File: src/rtl/wrr_pkg.sv
package wrr_pkg;
    timeunit 1ns;
    timeprecision 1ps;

    localparam int CODE_W  = 3;
    localparam int COUNT_W = 4;

    typedef logic [CODE_W-1:0]  wcode_t;
    typedef logic [COUNT_W-1:0] wcount_t;

    // Code 0 is the largest share (8); other codes stand for themselves.
    function automatic wcount_t code_to_quota(input wcode_t code);
        wcount_t q;
        if (code == '0) q = wcount_t'(8);
        else            q = wcount_t'(code);
        return q;
    endfunction
endpackage

File: src/rtl/wrr_pick.sv
module wrr_pick #(
    parameter int N     = 8,
    parameter int IDX_W = $clog2(N)
) (
    input  logic [N-1:0]     elig,
    input  logic [IDX_W-1:0] start,
    output logic             found,
    output logic [IDX_W-1:0] idx
);
    timeunit 1ns;
    timeprecision 1ps;

    // Rotating first-one search beginning at 'start', wrapping at N.
    always_comb begin
        int c;
        found = 1'b0;
        idx   = '0;
        c     = 0;
        for (int k = 0; k < N; k++) begin
            c = int'(start) + k;
            if (c >= N) c = c - N;
            if (!found && elig[c]) begin
                found = 1'b1;
                idx   = IDX_W'(c);
            end
        end
    end
endmodule

File: src/rtl/wrr_turn.sv
module wrr_turn
    import wrr_pkg::*;
#(
    parameter int N     = 8,
    parameter int IDX_W = $clog2(N)
) (
    input  logic               clk,
    input  logic               rst,
    input  logic [N-1:0]       elig,
    input  logic [CODE_W*N-1:0] wt_code,
    input  logic               out_ready,
    input  logic               pick_found,
    input  logic [IDX_W-1:0]   pick_idx,
    output logic [IDX_W-1:0]   scan_start,
    output logic               grant_valid,
    output logic [IDX_W-1:0]   grant_idx,
    output logic               accept
);
    timeunit 1ns;
    timeprecision 1ps;

    localparam logic [IDX_W-1:0] LAST_IDX = IDX_W'(N - 1);

    typedef struct packed {
        logic             live;
        logic [IDX_W-1:0] cur;
        wcount_t          used;
        wcount_t          quota;
    } turn_t;

    turn_t st_q, st_d;
    wcode_t codes [N];
    logic   keep;

    for (genvar i = 0; i < N; i++) begin : g_codes
        assign codes[i] = wt_code[CODE_W*i +: CODE_W];
    end

    assign keep       = st_q.live && elig[st_q.cur] && (st_q.used < st_q.quota);
    assign scan_start = (st_q.cur == LAST_IDX) ? '0 : st_q.cur + 1'b1;

    always_comb begin
        if (keep) begin
            grant_valid = 1'b1;
            grant_idx   = st_q.cur;
        end else begin
            grant_valid = pick_found;
            grant_idx   = pick_idx;
        end
    end

    assign accept = grant_valid && out_ready;

    always_comb begin
        st_d = st_q;
        if (accept) begin
            if (keep) begin
                st_d.used = st_q.used + 1'b1;
            end else begin
                st_d.live  = 1'b1;
                st_d.cur   = grant_idx;
                st_d.used  = wcount_t'(1);
                st_d.quota = code_to_quota(codes[grant_idx]);
            end
        end else if (!keep) begin
            st_d.live = 1'b0;
        end
    end

    always_ff @(posedge clk) begin
        if (rst) begin
            st_q.live  <= 1'b0;
            st_q.cur   <= LAST_IDX;
            st_q.used  <= '0;
            st_q.quota <= '0;
        end else begin
            st_q <= st_d;
        end
    end
endmodule

File: src/rtl/wrr_len_track.sv
module wrr_len_track #(
    parameter int LEN_W = 6
) (
    input  logic             clk,
    input  logic             rst,
    input  logic             take,
    input  logic [LEN_W-1:0] len,
    input  logic             rd_clr,
    output logic             flag
);
    timeunit 1ns;
    timeprecision 1ps;

    logic [LEN_W-1:0] last_q;
    logic             seen_q;
    logic             flag_d;

    always_comb begin
        flag_d = rd_clr ? 1'b0 : flag;
        if (take && seen_q && (len != last_q)) flag_d = 1'b1;
    end

    always_ff @(posedge clk) begin
        if (rst) begin
            last_q <= '0;
            seen_q <= 1'b0;
            flag   <= 1'b0;
        end else begin
            flag <= flag_d;
            if (take) begin
                last_q <= len;
                seen_q <= 1'b1;
            end
        end
    end
endmodule

File: src/rtl/wrr_arbiter.sv
module wrr_arbiter
    import wrr_pkg::*;
#(
    parameter int N     = 8,
    parameter int LEN_W = 6,
    parameter int IDX_W = $clog2(N)
) (
    input  logic                 clk,
    input  logic                 rst,
    input  logic [N-1:0]         in_enable,
    input  logic [CODE_W*N-1:0]  wt_code,
    input  logic [N-1:0]         in_valid,
    input  logic [LEN_W*N-1:0]   in_len,
    output logic [N-1:0]         in_ack,
    output logic                 out_valid,
    output logic [IDX_W-1:0]     out_idx,
    input  logic                 out_ready,
    input  logic                 mis_read,
    output logic [N-1:0]         mis_flags
);
    timeunit 1ns;
    timeprecision 1ps;

    logic [N-1:0]     elig;
    logic [IDX_W-1:0] scan_start;
    logic             pick_found;
    logic [IDX_W-1:0] pick_idx;
    logic             accept;

    assign elig = in_valid & in_enable;

    wrr_pick #(.N(N), .IDX_W(IDX_W)) u_pick (
        .elig  (elig),
        .start (scan_start),
        .found (pick_found),
        .idx   (pick_idx)
    );

    wrr_turn #(.N(N), .IDX_W(IDX_W)) u_turn (
        .clk         (clk),
        .rst         (rst),
        .elig        (elig),
        .wt_code     (wt_code),
        .out_ready   (out_ready),
        .pick_found  (pick_found),
        .pick_idx    (pick_idx),
        .scan_start  (scan_start),
        .grant_valid (out_valid),
        .grant_idx   (out_idx),
        .accept      (accept)
    );

    for (genvar i = 0; i < N; i++) begin : g_port
        assign in_ack[i] = accept && (out_idx == IDX_W'(i));

        wrr_len_track #(.LEN_W(LEN_W)) u_len (
            .clk    (clk),
            .rst    (rst),
            .take   (in_ack[i]),
            .len    (in_len[LEN_W*i +: LEN_W]),
            .rd_clr (mis_read),
            .flag   (mis_flags[i])
        );
    end
endmodule

File: config.mk
export PLATFORM = sky130hd
export DESIGN_NAME = wrr_arbiter
export DESIGN_NICKNAME = d
export VERILOG_FILES = /design/src/rtl/wrr_pkg.sv /design/src/rtl/wrr_pick.sv /design/src/rtl/wrr_turn.sv /design/src/rtl/wrr_len_track.sv /design/src/rtl/wrr_arbiter.sv
export SDC_FILE = /design/constraint.sdc
export NUM_CORES = 1
export LEC_CHECK = 0
export ABC_CLOCK_PERIOD_IN_PS = 13400
export BUFFER_PORTS_ARGS = -buffer_cell sky130_fd_sc_hd__clkbuf_2
export CAP_MARGIN = 5
export CORE_MARGIN = 2
export CORE_UTILIZATION = 60
export CTS_CLUSTER_DIAMETER = 30
export DETAILED_ROUTE_END_ITERATION = 16
export PLACE_DENSITY = 0.9
export SYNTH_ARGS = -nofsm -noshare
export SYNTH_HDL_FRONTEND = slang
export SYNTH_HIERARCHICAL = 1
export SYNTH_SLANG_ARGS = --single-unit
File: constraint.sdc
create_clock -name clk -period 13.4 [get_ports clk]
set_input_delay 2.01 -clock clk [delete_from_list [all_inputs] [get_ports clk]]
set_output_delay 2.01 -clock clk [all_outputs]
set_load 0.02 [all_outputs]
After elaboration in Yosys (flattened, before gate mapping) --
Cells that the tools add are included.
Storage, ports and cells: register bits after elaboration 76, bits of input ports 92, output and inout port bits 20, word-level logic and storage cells 205
Cells by class: $add $sub $neg 17, magnitude comparators 19, equal/unequal tests 16, multiplexer cells 70, bitwise gates (word level) 3, reductions and logical operators 52
Operator list (count):
- $lt 32x5->1 const B | 8
- $mux 32 | 8
- $ge 32x5->1 const B | 7
- $sub 32x5->32 const B | 7
- $ne 6x6->1 | 8
- $mux 1 | 37
- $mux 3 | 12
- $logic_and 1x1->1 | 34
- $bmux 1 s3 | 9
- $add 3x3->4 const B | 4
- $reduce_bool 2->1 | 8
- $eq 3x3->1 const B | 5
- $mux 4 | 3
- $bmux 3 s3 | 1
- $add 3x2->4 const B | 2
- $and 8x8->8 | 1
- $logic_not 1->1 | 7
- $eq 3x2->1 const B | 2
- $logic_not 3->1 | 2
- $sub 3x4->5 const B | 1
- $add 3x1->4 const B | 1
- $add 4x1->4 const B | 1
- $ge 3x4->1 const B | 1
- $ge 4x4->1 const B | 1
- 7 further kinds | 7

Longest topological paths before layout --
Gate-level depths: netlist (run 1).
depth after elaboration 36, gate-level depth with buffers 22, depth with buffers taken out 18

Modules after synthesis --
Netlist (run 1), hierarchy kept.
Modules (own cells, without submodules):
- wrr_len_track | instances 8, cells each 35, area an instance 341.6 um^2, seq. area each 160.2 um^2
- wrr_turn | instances 1, cells each 182, area an instance 1462.7 um^2, seq. area each 240.2 um^2
- wrr_pick | instances 1, cells each 105, area an instance 980.9 um^2, seq. area each 0.0 um^2
- wrr_arbiter | instances 1, cells each 16, area an instance 146.4 um^2, seq. area each 0.0 um^2

Worst setup path before layout (run 1) --
OpenSTA, ideal clock, no wires.
path kind input port to output port, start in in_valid[2], end out in_ack[0], arrival time 5.171 ns, data required time 11.390 ns, path slack 6.219 ns, stages on the path 13, buffers on the path 1, cells stage by stage and2_1 > mux4_2 > and2_4 > or4_4 > a211oi_4 > nand3_1 > a21boi_1 > buf_6 > inv_1 > nand2_1 > nand2_1 > inv_1 > nor4b_2
On the way: longest elaborated chain between the ends 29, elaborated cells between the ends (all ways) 64, those cells by class mux: 44; bitwise: 1; reduce/logical: 19
RTL lines:
- start, declared | RTL line wrr_arbiter.sv:12 | input logic [N-1:0] in_valid,
- $and 8x8->8 (*) | RTL line wrr_arbiter.sv:30 | assign elig = in_valid & in_enable;
- $bmux 1 s3 | RTL line wrr_pick.sv:22 | if (!found && elig[c]) begin
- $mux 1 (implied by the code) (2 in series) | RTL line wrr_pick.sv:22
- $mux 1 | RTL line wrr_pick.sv:22
- $logic_not 1->1 | RTL line wrr_pick.sv:22
- $logic_and 1x1->1 | RTL line wrr_pick.sv:22
- $mux 1 | RTL line wrr_pick.sv:22
- $logic_not 1->1 | RTL line wrr_pick.sv:22
- (+14 left out)
- $logic_not 1->1 | RTL line wrr_pick.sv:22
- $logic_and 1x1->1 | RTL line wrr_pick.sv:22
- $mux 3 (*) | RTL line wrr_pick.sv:22
- net pick_idx[2] | RTL line wrr_arbiter.sv:27 | logic [IDX_W-1:0] pick_idx;
- $mux 3 (*) | RTL line wrr_turn.sv:43 | if (keep) begin
- net out_idx[2] | RTL line wrr_arbiter.sv:16 | output logic [IDX_W-1:0] out_idx,
- $logic_not 3->1 (*) | RTL line wrr_arbiter.sv:54 | assign in_ack[i] = accept && (out_idx == IDX_W'(i));
- $logic_and 1x1->1 (*) | RTL line wrr_arbiter.sv:54
- end, declared | RTL line wrr_arbiter.sv:14 | output logic [N-1:0] in_ack,
The timed path passes the listed nets; every way through them passes the cells marked *. The select of a mux whose other input is x is not followed.

Worst setup path after layout (run 1) --
start reg u_turn/st_q[9] in the netlist's numbering, end out in_ack[0]
On the way: longest elaborated chain between the ends 32, elaborated cells between the ends (all ways) 97, those cells by class add/sub: 16; order compare: 8; eq/ne: 1; mux: 53; reduce/logical: 19
RTL lines:
- start, declared | RTL line wrr_turn.sv:31 | turn_t st_q, st_d;
- start signal, assigned | RTL line wrr_turn.sv:77 | st_q <= st_d;
- $add 3x1->3 / $eq 3x3->1 (equally long branches) | RTL line wrr_turn.sv:40 | assign scan_start = (st_q.cur == LAST_IDX) ? '0 : st_q.cur + 1'b1;
- $mux 3 (*) | RTL line wrr_turn.sv:40
- net scan_start[1] | RTL line wrr_arbiter.sv:25 | logic [IDX_W-1:0] scan_start;
- parallel branches: the longest is 26 deep, another holds $sub 32x5->32
- $mux 3 (*) | RTL line wrr_pick.sv:22
- net pick_idx[2] | RTL line wrr_arbiter.sv:27
- $mux 3 (*) | RTL line wrr_turn.sv:43
- $logic_not 3->1 (*) | RTL line wrr_arbiter.sv:54
- $logic_and 1x1->1 (*) | RTL line wrr_arbiter.sv:54
Mark *: on every way through the listed nets, which the timed path passes. The select of a mux whose other input is x is not followed.

==> results.md, run 1 <==
- The flow ran to the end, and the final reports show no timing, DRC or antenna violations.
- The floorplan step defined a core boundary enclosing just under 0.009 mm^2.
- The sum of overflow across all layers after global routing is 0.
- The launch instance of the worst register-to-register path is u_turn/st_q[9].
- For this block, the initial DRC count from the detailed router was 231.
- The area added between synthesis and finish is 12.7%.
- The clock input transition at the sequential cells of the worst setup and hold paths is 0.07 ns.
- The fraction of synthesized cell area taken by the top area cell type is 28.6%.
- The via count of the first global-routing pass is 4811.
- The share of synthesized flip-flops with an asynchronous set or reset is 0%.
- The later pin in the worst-skew pair is clocked with a latency of between 0.3 and 0.4 ns.
- The share of layout cells above drive strength 1 is a little over a quarter.
- The count of standard-cell rows is 34.
- The maximum operating frequency is ~120 MHz.
- The number of stages on the worst hold path is 2.
- The ratio of final minimum period to clock period is around 63%.
- The final period demand of the worst path is ~8.5 ns.
- Routability-driven placement finished with a final weighted congestion of a little under 0.9.
- The cell count after synthesis came out at just under 600.
- The largest voltage drop on the vdd net is about 0.14 mV.
- The type of element launching the critical path is a flop.
- The buffer cell driving the clock tree root is sky130_fd_sc_hd__clkbuf_8.
- The total count of max-transition violations in the final report is 0.
- The cell depth of the worst flop-to-flop path is 16.
- The netlist uses a little over 80 different library cells.
- Setup violations remaining at the end of the flow were counted as 0.
- The register area share after synthesis is between 20 and 30%.
- Excluding fillers, the count of instances in the completed layout stands at between 700 and 800.
- Setup total negative slack on the finished layout was measured at 0 ns.
- In this run the mean area of a mapped cell was 9.13 um^2.
- The number of enable flip-flop cells after synthesis is 0.
- Buffers inserted during clock tree synthesis total 9.
- The path class of the lowest-slack min-delay path is flop to flop.
- The maximum level of the CTS H-tree is 3.
- OpenSTA, run right after detailed placement, puts the worst setup slack at around 5.2 ns.
- The cell accounting for the most synthesized area is sky130_fd_sc_hd__dfxtp_1.
- The combined area of all synthesized cells is ~0.0053 mm^2.
- Headroom to the max-slew limit came out at 32.0%.
- The die covers 0.00964 mm^2.
- The number of antenna diodes is 0.
- The endpoint arrival time on the critical path is approximately 6.5 ns.
- The sequential cells in the finished layout cover a total of 0.00152 mm^2.
- When the netlist entered floorplanning its net count stood at 683.
- The final-report hold violation count is 0.
- Ranked by total cell area, the synthesized netlist is headed by sky130_fd_sc_hd__dfxtp_1 (29%), sky130_fd_sc_hd__mux2i_1 (11%), sky130_fd_sc_hd__xor2_1 (8.6%).
- After detailed routing, the total wire length is about 13000 um.
- For this design the ratio of total power to cell area is about 320 mW/mm^2.
- Setup repair after global routing left no endpoint under its margin.
- The data required time at the worst endpoint is 11.39 ns.
- The worst-path maximum fanout is 16.
- The number of placed instances, taps included, is approximately 770.
- The clock tree buffer depth is 2.
- The category of the critical setup timing path is flop to output port.
- The largest net degree at the start of global routing is about 80.
- The end of the worst hold path is u_turn/st_q[2].
- The start point of the worst hold path is u_turn/st_q[2].
- The final core utilization is around 70%.
- The net count of the finished layout is between 700 and 800.
- The height of the die is slightly below 100 um.
- The initial antenna violation count is 0.
- The worst setup slack after layout is between 4 and 5 ns.
- The synthesized design contains 76 register bits.
- The number of primary I/O pins is ~110.
- The post-cts hold buffer count is 0.
- The analysis attributes to cell leakage a power of 2.59 nW.
- Among all flip-flop cells after synthesis, the most frequent one is sky130_fd_sc_hd__dfxtp_1.
- TritonCTS built the clock tree.
- The multi-input combinational cells in the finished layout cover a total of approximately 0.0035 mm^2.
- The nature of the critical path endpoint is an output port.
- Post-CTS repair changed the size of 0 cells.
- The initial core utilization is roughly three fifths.
- During placement, the flow inserted port buffers numbering 111.
- In this run the horizontal extent of the chip is 98.2 um.
- The setup fix buffers added after clock tree synthesis is 0.
- The total vias in the final route is about 4700.
- The via density per instance is 6.05.
- Ranked by instance count, the synthesized netlist is headed by sky130_fd_sc_hd__nor2_1 (79), sky130_fd_sc_hd__dfxtp_1 (76), sky130_fd_sc_hd__mux2i_1 (58).
- The overall power consumption is 1.90 mW.
- The first detailed-routing pass took 5 iterations.
- The number of design rule violations left after detail routing is 0.
- The actual slew at the worst max-slew pin is 1.02 ns.
- The endpoint of the lowest-slack register-to-register path is g_port[0].u_len/last_q[2].
- The first-pass GRT wire length is between 20000 and 25000 um.
- The setup check on the worst reg-to-reg path leaves a slack of 7.12 ns.
- The routed wirelength normalized by instance count is roughly 17 um.
- Fill cells in the final layout number 702.
- The count of synthesis-stage warnings from yosys is 6.
- Clock tree synthesis found a total of between 70 and 80 sinks.
- For the final database, setup skew stands at around 0.014 ns.
- Across every metal layer, demand over resource in global routing totals 27.4%.
- Yosys instantiated no cell more often than sky130_fd_sc_hd__nor2_1.
- Across the run, the number of max-cap violations was 0.
- Detailed placement finished with a half-perimeter wire length of around 10000 um.
- Once detail routing completed, the nets flagged for antenna violations numbered 0.
==> worst max-delay path, stage by stage, from the launching register on <==
cell and delay, ns:
sky130_fd_sc_hd__dfxtp_1 0.74, sky130_fd_sc_hd__ha_1 0.70, sky130_fd_sc_hd__inv_1 0.29, sky130_fd_sc_hd__ha_1 0.62
sky130_fd_sc_hd__mux4_2 0.44, sky130_fd_sc_hd__and2_4 0.19, sky130_fd_sc_hd__or4_4 0.51, sky130_fd_sc_hd__a211oi_4 0.37
sky130_fd_sc_hd__nand3_1 0.10, sky130_fd_sc_hd__a21boi_1 0.24, sky130_fd_sc_hd__inv_1 0.18, sky130_fd_sc_hd__nand2_1 0.14
sky130_fd_sc_hd__nand2_1 0.20, sky130_fd_sc_hd__inv_1 0.15, sky130_fd_sc_hd__nor4b_2 0.91, sky130_fd_sc_hd__clkbuf_2 0.31
==> how the worst max path moves through the flow <==
stage                   start   endpoint  slack (ns)  cells past startpoint
2_1_floorplan     in_valid[2]  in_ack[0]        6.22                     13
3_3_place_gp      in_valid[2]  in_ack[0]        5.39                     14
3_5_place_dp      in_valid[2]  in_ack[0]        5.23                     14
4_1_cts        u_turn/st_q[9]  in_ack[0]        4.99                     15
5_1_grt        u_turn/st_q[9]  in_ack[0]        4.51                     15
6_report       u_turn/st_q[9]  in_ack[0]        4.94                     15
==> cells by family after synthesis <==
group	share of synthesized area [%]
simple gates	21.4
compound gates	13.7
flops	28.6
fa+ha+maj	1.88
xor+xnor	8.56
buf+inv	5.31
mux	20.6
==> metal layers <==
layer  global-route usage, %  part of all wire (%)  up-vias
li1                        -                     -     2284
met1                    31.1                    40     2238
met2                    50.1                    52      184
met3                    4.58                   4.6       42
met4                    13.0                   3.4        0
met5                       0                     0        -
==> cells in the final DEF (no fill, tap or decap), types with 3 or more instances in the layout <==
cell / instances
sky130_fd_sc_hd__nand2b_1: 7
sky130_fd_sc_hd__o21ai_1: 4
sky130_fd_sc_hd__mux2i_1: 58
sky130_fd_sc_hd__and4b_2: 3
sky130_fd_sc_hd__nor3b_1: 3
sky130_fd_sc_hd__nand3_1: 11
sky130_fd_sc_hd__ha_1: 8
sky130_fd_sc_hd__nor2_1: 79
sky130_fd_sc_hd__nor3_1: 12
sky130_fd_sc_hd__o21ai_0: 10
sky130_fd_sc_hd__o22ai_1: 3
sky130_fd_sc_hd__xor2_1: 52
sky130_fd_sc_hd__dfxtp_1: 76
sky130_fd_sc_hd__clkbuf_2: 111
sky130_fd_sc_hd__mux2_1: 4
sky130_fd_sc_hd__a21oi_1: 33
sky130_fd_sc_hd__a21o_1: 6
sky130_fd_sc_hd__inv_1: 16
sky130_fd_sc_hd__nand4_1: 3
sky130_fd_sc_hd__nand4b_1: 3
sky130_fd_sc_hd__nor4_1: 12
sky130_fd_sc_hd__nand2_1: 23
sky130_fd_sc_hd__nor2b_1: 11
sky130_fd_sc_hd__o2111ai_1: 3
sky130_fd_sc_hd__nand3b_1: 4
sky130_fd_sc_hd__and3_1: 3
sky130_fd_sc_hd__mux4_2: 16
sky130_fd_sc_hd__and2_1: 9
sky130_fd_sc_hd__clkbuf_8: 9
sky130_fd_sc_hd__mux2_2: 6
sky130_fd_sc_hd__and4bb_2: 4
sky130_fd_sc_hd__a211oi_1: 11
==> final cells by class <==
cell class / count / share of cell area, %
multi-input cells: 455 / 58.6
flip-flops and latches: 76 / 25.4
repair buffers: 113 / 9.51
well taps: 108 / 2.25
clock buffers: 10 / 2.13
clock inverters: 6 / 1.06
inverters: 17 / 1.06
==> through the flow <==
stage | cell area (um^2) | hold WS, ns
2_1_floorplan | 5320 | 0.435
3_3_place_gp | 5810 | 0.446
3_5_place_dp | 5810 | 0.457
4_1_cts | 6000 | 0.467
5_1_grt | 6000 | 0.496
6_report | 6000 | 0.469
==> power by group <==
group	internal [mW]	switching (mW)	leakage (nW)
clock	0.0861	0.0836	0.0927
combinational	0.562	0.806	1.89
sequential	0.303	0.0640	0.616
==> registers in the layout, indices dropped and copies added (netlist names) <==
signal	flops
u_turn/st_q	12
g_port.u_len/flag	8
g_port.u_len/seen_q	8
g_port.u_len/last_q	48
No activity file was read; power rests on OpenSTA's default activity.
==> inputs of run 2 (changes only) <==
--- a/config.mk
+++ b/config.mk
@@ -5,14 +5,14 @@
 export SDC_FILE = /design/constraint.sdc
 export NUM_CORES = 1
 export LEC_CHECK = 0
-export ABC_CLOCK_PERIOD_IN_PS = 13400
+export ABC_CLOCK_PERIOD_IN_PS = 8000
 export BUFFER_PORTS_ARGS = -buffer_cell sky130_fd_sc_hd__clkbuf_2
 export CAP_MARGIN = 5
 export CORE_MARGIN = 2
-export CORE_UTILIZATION = 60
+export CORE_UTILIZATION = 56
 export CTS_CLUSTER_DIAMETER = 30
 export DETAILED_ROUTE_END_ITERATION = 16
-export PLACE_DENSITY = 0.9
+export PLACE_DENSITY = 0.85
 export SYNTH_ARGS = -nofsm -noshare
 export SYNTH_HDL_FRONTEND = slang
 export SYNTH_HIERARCHICAL = 1
==> constraint.sdc (replaced) <==
create_clock -name clk -period 8 [get_ports clk]
set_input_delay 1.2 -clock clk [delete_from_list [all_inputs] [get_ports clk]]
set_output_delay 1.2 -clock clk [all_outputs]
set_load 0.02 [all_outputs]
==> results.md, run 2 (synthesis results as in run 1) <==
- The register-to-register path setup slack is a little under 2 ns.
- The worst setup path endpoint is in_ack[4].
- For this run, the total global-route usage over all layers was measured as 24.8%.
- The actual slew at the worst max-slew pin is 0.830 ns.
- The min-delay analysis places its worst path in the category flop to flop.
- The register with the most flip-flops in the layout has 48 of them.
- The register with the most flip-flops is g_port.u_len/last_q.
- After global routing the overflow that remains totals 0.
- Gates resized during post-CTS repair numbered 0.
- In this run, the combinational gates consume between 70% and 80% of the power.
- The longest individual stage delay on the worst path is roughly 0.66 ns.
- The clock tree buffer depth is 2.
- The commonest non-fill, non-tap cell in the layout is sky130_fd_sc_hd__clkbuf_2.
- The number of design rule violations left after detail routing is 0.
- The number of failing setup endpoints in the final timing report is 0.
- The analysis attributes to net switching a power of between 1.5 and 2 mW.
- After clock tree synthesis, the setup repair step added 0 buffers.
- The placeable core region is around 0.009 mm^2.
- The power share of the clock group is a little under a tenth.
- The post-cts hold buffer count is 0.
- The total stage count of the critical path is 15.
- The worst-case setup slack after placement is between 1 and 1.5 ns.
- Net switching is 49.8% of the power.
- The total count of max-transition violations in the final report is 0.
- The via count of the first global-routing pass came to approximately 4500.
- The final-report hold violation count is 0.
- Clock tree synthesis inserted a total of 9 buffers.
- The library cells used most frequently in the layout, excluding fill and tap cells, are sky130_fd_sc_hd__clkbuf_2 (111), sky130_fd_sc_hd__nor2_1 (79), sky130_fd_sc_hd__dfxtp_1 (76).
- Dividing the detail-routed wire length by the instance count gives about 16 um.
- The number of violations reported at the end of detailed-routing iteration 0 is roughly 240.
- The final critical path takes up between 90% and 100% of the cycle.
- Measured along the y axis, the die boundary spans between 100 and 150 um.
- The cell leakage power is ~2.6 nW.
- The placer congestion estimate is ~0.9.
- Of all nets on the critical path, the largest fanout is 16.
- The via density per instance is a little under 6.
- For the final routed database, the setup TNS stands at 0 ns.
- The number of antenna diodes is 0.
- The total internal power is 1.61 mW.
- Sequential cells account for a little under a fifth of the total power.
- The number of clock sinks is 76.
- The first-pass GRT wire length is between 20000 and 25000 um.
- The largest voltage drop on the vdd net is 0.222 mV.
- The initial core utilization is between 50% and 60%.
- The count of filler cells inserted in the layout is around 700.
- The number of primary I/O pins is between 100 and 150.
- Across all setup checks in the final design, the least slack found is between 0.6 and 0.7 ns.
- Setup repair after global routing left no endpoint under its margin.
- Among all stages on the critical path, the largest delay is contributed by sky130_fd_sc_hd__ha_1.
- The count of buffers added on input and output ports is between 100 and 150.
- In this design, the largest share of critical-path delay is due to simple AND/OR/NAND/NOR gates.
- For this design the ratio of total power to cell area is about 530 mW/mm^2.
- The launch instance of the worst register-to-register path is u_turn/st_q[9].
- The share of layout cells above drive strength 1 is between 20% and 30%.
- Entering global routing, the biggest net connects between 70 and 80 pins.
- Max-cap violations in this run came to 0.
- For the worst flop-to-flop path, the logic depth is 16.
- The critical path in this run is classified as flop to output port.
- The latest clock arrival within the worst-skew pair is 0.35 ns.
- At the worst endpoint, the arrival time is around 6.2 ns.
- The most frequent cell on the critical path is sky130_fd_sc_hd__inv_1.
- The final period demand of the worst path is ~7.4 ns.
- The width of the die is 101 um.
- The first detailed-routing pass ran for 5 iterations.
- Walking the worst path, the cells encountered are ha_1, inv_1, ha_1, mux4_2, and2_4, or4_4, a211oi_4, a311oi_1, a21boi_1, inv_1, nand2_1, nand2_1, inv_1, and4bb_2, clkbuf_2.
- The floorplan has 35 rows.
- The maximum level of the CTS H-tree is 3.
- The net count of the finished layout is about 770.
- The nature of the critical path endpoint is an output port.
- The initial antenna violation count is 0.
- The largest registers in the layout are g_port.u_len/last_q: 48 flops, u_turn/st_q: 12 flops.
- The total vias in the final route is 4671.
- The root buffer cell chosen for the clock tree is sky130_fd_sc_hd__clkbuf_8.
- The most critical setup path has its startpoint at u_turn/st_q[9].
- After legalization and detailed placement, the total HPWL measured 9490 um.
- The data required time at the worst endpoint is roughly 6.8 ns.
- The worst pin sits at a relative slew slack of 43.1%.
- Wires add up to roughly 13000 um.
- TritonCTS built the clock tree.
- The floorplan step defined a die boundary enclosing just over 0.01 mm^2.
- The maximum operating frequency is 135 MHz.
- In this run the remaining antenna-violating nets after routing total 0.
- The area added between synthesis and finish is 13.5%.
- The flow ran to the end, and the final reports show no timing, DRC or antenna violations.
- Clock-pin slew was measured on the worst setup and hold paths at 0.08 ns.
- The number of buffer and inverter instances along the worst setup path is 4.
- The endpoint identified for the worst register-to-register timing path is g_port[4].u_len/last_q[3].
- STA classifies the critical path startpoint as a flop.
- The worst clock skew is ~0.011 ns.
## run 2: changes by cell type in the layout (fill, tap and decap cells not counted)
cell	before	now
sky130_fd_sc_hd__buf_4	2	3
sky130_fd_sc_hd__clkbuf_1	1	0
sky130_fd_sc_hd__clkbuf_8	9	10
sky130_fd_sc_hd__clkinv_2	2	1
sky130_fd_sc_hd__clkinv_4	0	2
sky130_fd_sc_hd__clkinvlp_4	2	0
## run 2: area by class of cell
class	instances	area (um^2)	area share, %
clock inverters	5	61.3	1.01
clock buffers	10	138	2.28
repair buffers	114	578	9.57
multi-input cells	455	3520	58.2
well taps	129	161	2.67
inverters	17	63.8	1.06
flip-flops and latches	76	1520	25.2
## run 2: power groups by stage
stage	Combinational, mW	Sequential (mW)	Clock (mW)
2_1_floorplan	1.93	0.584	0
3_3_place_gp	2.19	0.603	0
3_5_place_dp	2.26	0.615	0
4_1_cts	2.27	0.609	0.303
5_1_grt	2.50	0.626	0.320
6_report	2.30	0.610	0.296
## run 2: worst min-delay path by stage
stage / startpoint / end / slack, ns / cells after the start
final: u_turn/st_q[2] / u_turn/st_q[2] / 0.47 / 2
after detailed placement: u_turn/st_q[2] / u_turn/st_q[2] / 0.46 / 2
after CTS: u_turn/st_q[2] / u_turn/st_q[2] / 0.47 / 2
after global placement: g_port[1].u_len/seen_q / g_port[1].u_len/seen_q / 0.45 / 2
after global routing: u_turn/st_q[2] / u_turn/st_q[2] / 0.49 / 2
after floorplan: g_port[0].u_len/seen_q / g_port[0].u_len/seen_q / 0.43 / 2
## run 2: metal layers
metal	wire [um]	global-route usage, %	part of all wire (%)
met3	702	5.66	5.5
met4	291	8.94	2.3
met5	0	0	0
met1	5370	30.7	42
met2	6320	42.4	50
## run 2: worst reg2reg max path, delay by kind of cell, from the launching register on
kind,cells,cell delay (ns)
simple gates,6,1.57
fa+ha+maj,2,1.23
compound gates,3,1.10
mux,2,0.67
buf+inv,3,0.66
flops,1,0.65
## run 2: stage by stage
stage | hold slack, ns | util, % | area (um^2) | std cells | power (mW)
after floorplan | 0.435 | - | 5320 | 583 | 2.51
after global placement | 0.447 | 63.2 | 5840 | 791 | 2.80
after detailed placement | 0.456 | 63.2 | 5840 | 791 | 2.87
after CTS | 0.466 | 65.4 | 6040 | 806 | 3.18
after global routing | 0.487 | 65.4 | 6040 | 806 | 3.44
final | 0.469 | 65.4 | 6040 | 806 | 3.20
==> inputs of run 3 (changes only) <==
--- a/config.mk
+++ b/config.mk
@@ -8,11 +8,14 @@
 export ABC_CLOCK_PERIOD_IN_PS = 8000
 export BUFFER_PORTS_ARGS = -buffer_cell sky130_fd_sc_hd__clkbuf_2
 export CAP_MARGIN = 5
+export CELL_PAD_IN_SITES_DETAIL_PLACEMENT = 1
+export CELL_PAD_IN_SITES_GLOBAL_PLACEMENT = 1
+export CORE_ASPECT_RATIO = 0.5
 export CORE_MARGIN = 2
-export CORE_UTILIZATION = 56
+export CORE_UTILIZATION = 42
 export CTS_CLUSTER_DIAMETER = 30
 export DETAILED_ROUTE_END_ITERATION = 16
-export PLACE_DENSITY = 0.85
+export PLACE_DENSITY = 0.84
 export SYNTH_ARGS = -nofsm -noshare
 export SYNTH_HDL_FRONTEND = slang
 export SYNTH_HIERARCHICAL = 1
==> results.md, run 3 (synthesis results as in run 1) <==
- Of the total power, registers draw between 10% and 20%.
- The type of element launching the critical path is a flop.
- The final layout contains between 700 and 800 nets.
- The final-report hold violation count is 0.
- In this run the worst path has a maximum fanout of 15.
- In the layout the commonest cells are sky130_fd_sc_hd__clkbuf_2 (111), sky130_fd_sc_hd__nor2_1 (79), sky130_fd_sc_hd__dfxtp_1 (76).
- The power per standard cell area is ~550 mW/mm^2.
- The total of buffers placed on input and output ports is between 100 and 150.
- The height of the die is around 84 um.
- The number of primary I/O pins is roughly 110.
- The number of failing setup endpoints in the final timing report is 0.
- The startpoint of the worst setup timing path is u_turn/st_q[9].
- The buffer cell driving the clock tree root is sky130_fd_sc_hd__clkbuf_16.
- Counting every sink on the clock net gives 76.
- Summed over all cells, the static leakage comes to between 2 and 3 nW.
- Cells with a size suffix above 1 make up a little over a quarter of the layout.
- The total cell area at the placement stage is slightly below 0.006 mm^2.
- The most critical setup path has its endpoint at in_ack[4].
- The placed wire-length estimate is roughly 11000 um.
- After clock tree synthesis, the clock-pin slew on the worst setup and hold paths is 0.06 ns.
- In this run the critical register-to-register path is captured at g_port[4].u_len/last_q[4].
- The number of antenna diodes in the final layout is 0.
- Leaving out fill and tap cells, the most frequent cell in the layout is sky130_fd_sc_hd__clkbuf_2.
- Setup repair after global routing left no endpoint under its margin.
- The clock network burns 12.7% of the power.
- The routed wirelength normalized by instance count is between 15 and 20 um.
- The total vias in the final route is 4722.
- Net switching is between 40% and 50% of the power.
- Entering global routing, the biggest net connects between 70 and 80 pins.
- The initial core utilization is a little over two fifths.
- The overall power consumption is 3.44 mW.
- The register with the most flip-flops in the final layout is g_port.u_len/last_q.
- The portion of total power attributed to combinational logic is roughly 70%.
- The number of stages on the worst hold path is 2.
- Of the available clock period, the critical path in the final layout requires between 90% and 100%.
- The overall die area is 0.0136 mm^2.
- In this run, post-CTS hold repair placed 0 buffers.
- The overall routing resource usage is between 20% and 30%.
- The run finished with clean final reports.
- The path class of the tightest hold or removal check is flop to flop.
- The floorplan has 29 rows.
- The internal portion of the total power is 1.75 mW.
- The placeable core region is 0.0125 mm^2.
- The via count of the first global-routing pass is a little under 5000.
- The remaining antenna violation count after routing is 0.
- The via density per instance is approximately 5.6.
- The area added between synthesis and finish is 17.0%.
- Fill cells in the final layout number between 1000 and 1500.
- The maximum level of the CTS H-tree is 3.
- Across all register-to-register paths, the minimum setup slack is 2.01 ns.
- STA puts the critical path data arrival time at 6.12 ns.
- Setup total negative slack on the finished layout was measured at 0 ns.
- In the final layout, the registers with the most flip-flops are g_port.u_len/last_q: 48 flops, u_turn/st_q: 12 flops.
- In this run the critical register-to-register path is launched from u_turn/st_q[9].
- The final period demand of the worst path is between 7 and 8 ns.
- Clock tree synthesis inserted a total of 9 buffers.
- The actual slew at the worst max-slew pin is 0.859 ns.
- For this run the aggregate overflow at the end of global routing stands at 0.
- The category of the critical setup timing path is flop to output port.
- The reported net switching power is roughly 1.7 mW.
- The number of max-cap violations is 0.
- The total count of max-transition violations in the final report is 0.
- The nature of the critical path endpoint is an output port.
- In this run the post-CTS setup repair buffer count came out at 0.
- The number of gates resized after CTS was 0.
- The initial antenna violation count is 0.
- The worst clock skew is roughly 0.008 ns.
- The first-pass iteration count of the detailed router is 4.
- The CTS tree is done.
- The post-layout instance area is 0.00623 mm^2.
- The width of the die is approximately 160 um.
- The placer congestion estimate is 0.919.
- The normalized max-slew margin is between 40% and 50%.
- The latest clock arrival within the worst-skew pair is 0.34 ns.
- For this block, the routed nets add up to around 15000 um of wire.
- For the worst setup path, the data required time is 6.80 ns.
- The first routing iteration left 190 violations.
- The first global-routing pass estimated around 24000 um of wire.
- In this run the deepest clock path goes through 2 buffers.
- For this run, design rule violations remaining after detail routing come to 0.
- The largest voltage drop on the vdd net is ~0.23 mV.
- The flip-flop count of the largest register after layout is 48.
- The cell depth of the worst flop-to-flop path is 19.
- The maximum operating frequency is 137 MHz.
run 3: routing by layer:
layer  global-route usage [%]  part of all wire, %  up-vias
met1                     25.1                   42     2321
met3                     3.53                  3.2       19
li1                         -                    -     2285
met5                        0                    0        -
met4                     5.47                  1.4        0
met2                     42.4                   53       97
run 3: worst min path at each step:
stage	to	start
2_1_floorplan	g_port[0].u_len/seen_q	g_port[0].u_len/seen_q
3_3_place_gp	g_port[7].u_len/seen_q	g_port[7].u_len/seen_q
3_5_place_dp	g_port[1].u_len/seen_q	g_port[1].u_len/seen_q
4_1_cts	g_port[5].u_len/seen_q	g_port[5].u_len/seen_q
5_1_grt	u_turn/st_q[2]	u_turn/st_q[2]
6_report	g_port[7].u_len/seen_q	g_port[7].u_len/seen_q
run 3: per-stage QoR:
stage | instances | hold WS, ns | utilization (%) | setup slack [ns]
2_1_floorplan | 583 | 0.435 | - | 1.88
3_3_place_gp | 834 | 0.445 | 47.2 | 1.39
3_5_place_dp | 834 | 0.463 | 47.2 | 1.15
4_1_cts | 849 | 0.476 | 49.7 | 0.705
5_1_grt | 849 | 0.492 | 49.7 | 0.303
6_report | 849 | 0.473 | 49.7 | 0.682
run 3: critical path, stage by stage, from the launching register on:
cell and delay (ns):
sky130_fd_sc_hd__dfxtp_1 0.49, sky130_fd_sc_hd__ha_1 0.28, sky130_fd_sc_hd__ha_1 0.17, sky130_fd_sc_hd__nor2_1 0.09
sky130_fd_sc_hd__buf_4 0.26, sky130_fd_sc_hd__inv_2 0.10, sky130_fd_sc_hd__ha_1 0.53, sky130_fd_sc_hd__mux4_2 0.44
sky130_fd_sc_hd__and2_4 0.20, sky130_fd_sc_hd__or4_4 0.51, sky130_fd_sc_hd__a211oi_4 0.36, sky130_fd_sc_hd__a311oi_1 0.14
sky130_fd_sc_hd__a21boi_1 0.63, sky130_fd_sc_hd__inv_1 0.20, sky130_fd_sc_hd__nand2_1 0.22, sky130_fd_sc_hd__nand2_1 0.14
sky130_fd_sc_hd__inv_1 0.29, sky130_fd_sc_hd__and4bb_2 0.48, sky130_fd_sc_hd__clkbuf_2 0.23
run 3: power by group through the flow:
stage	combinational, mW	sequential (mW)	clock [mW]
final	2.39	0.608	0.435
after global routing	2.62	0.625	0.460
after CTS	2.39	0.608	0.444
after detailed placement	2.37	0.615	0
after global placement	2.27	0.604	0
after floorplan	1.93	0.584	0
run 3: layout make-up:
class	instances	area (um^2)	share of cell area, %
clock inverters	4	73.8	1.19
flip-flops and latches	76	1520	24.4
clock buffers	11	243	3.90
well taps	170	213	3.42
inverters	17	63.8	1.02
repair buffers	116	593	9.53
multi-input cells	455	3520	56.5
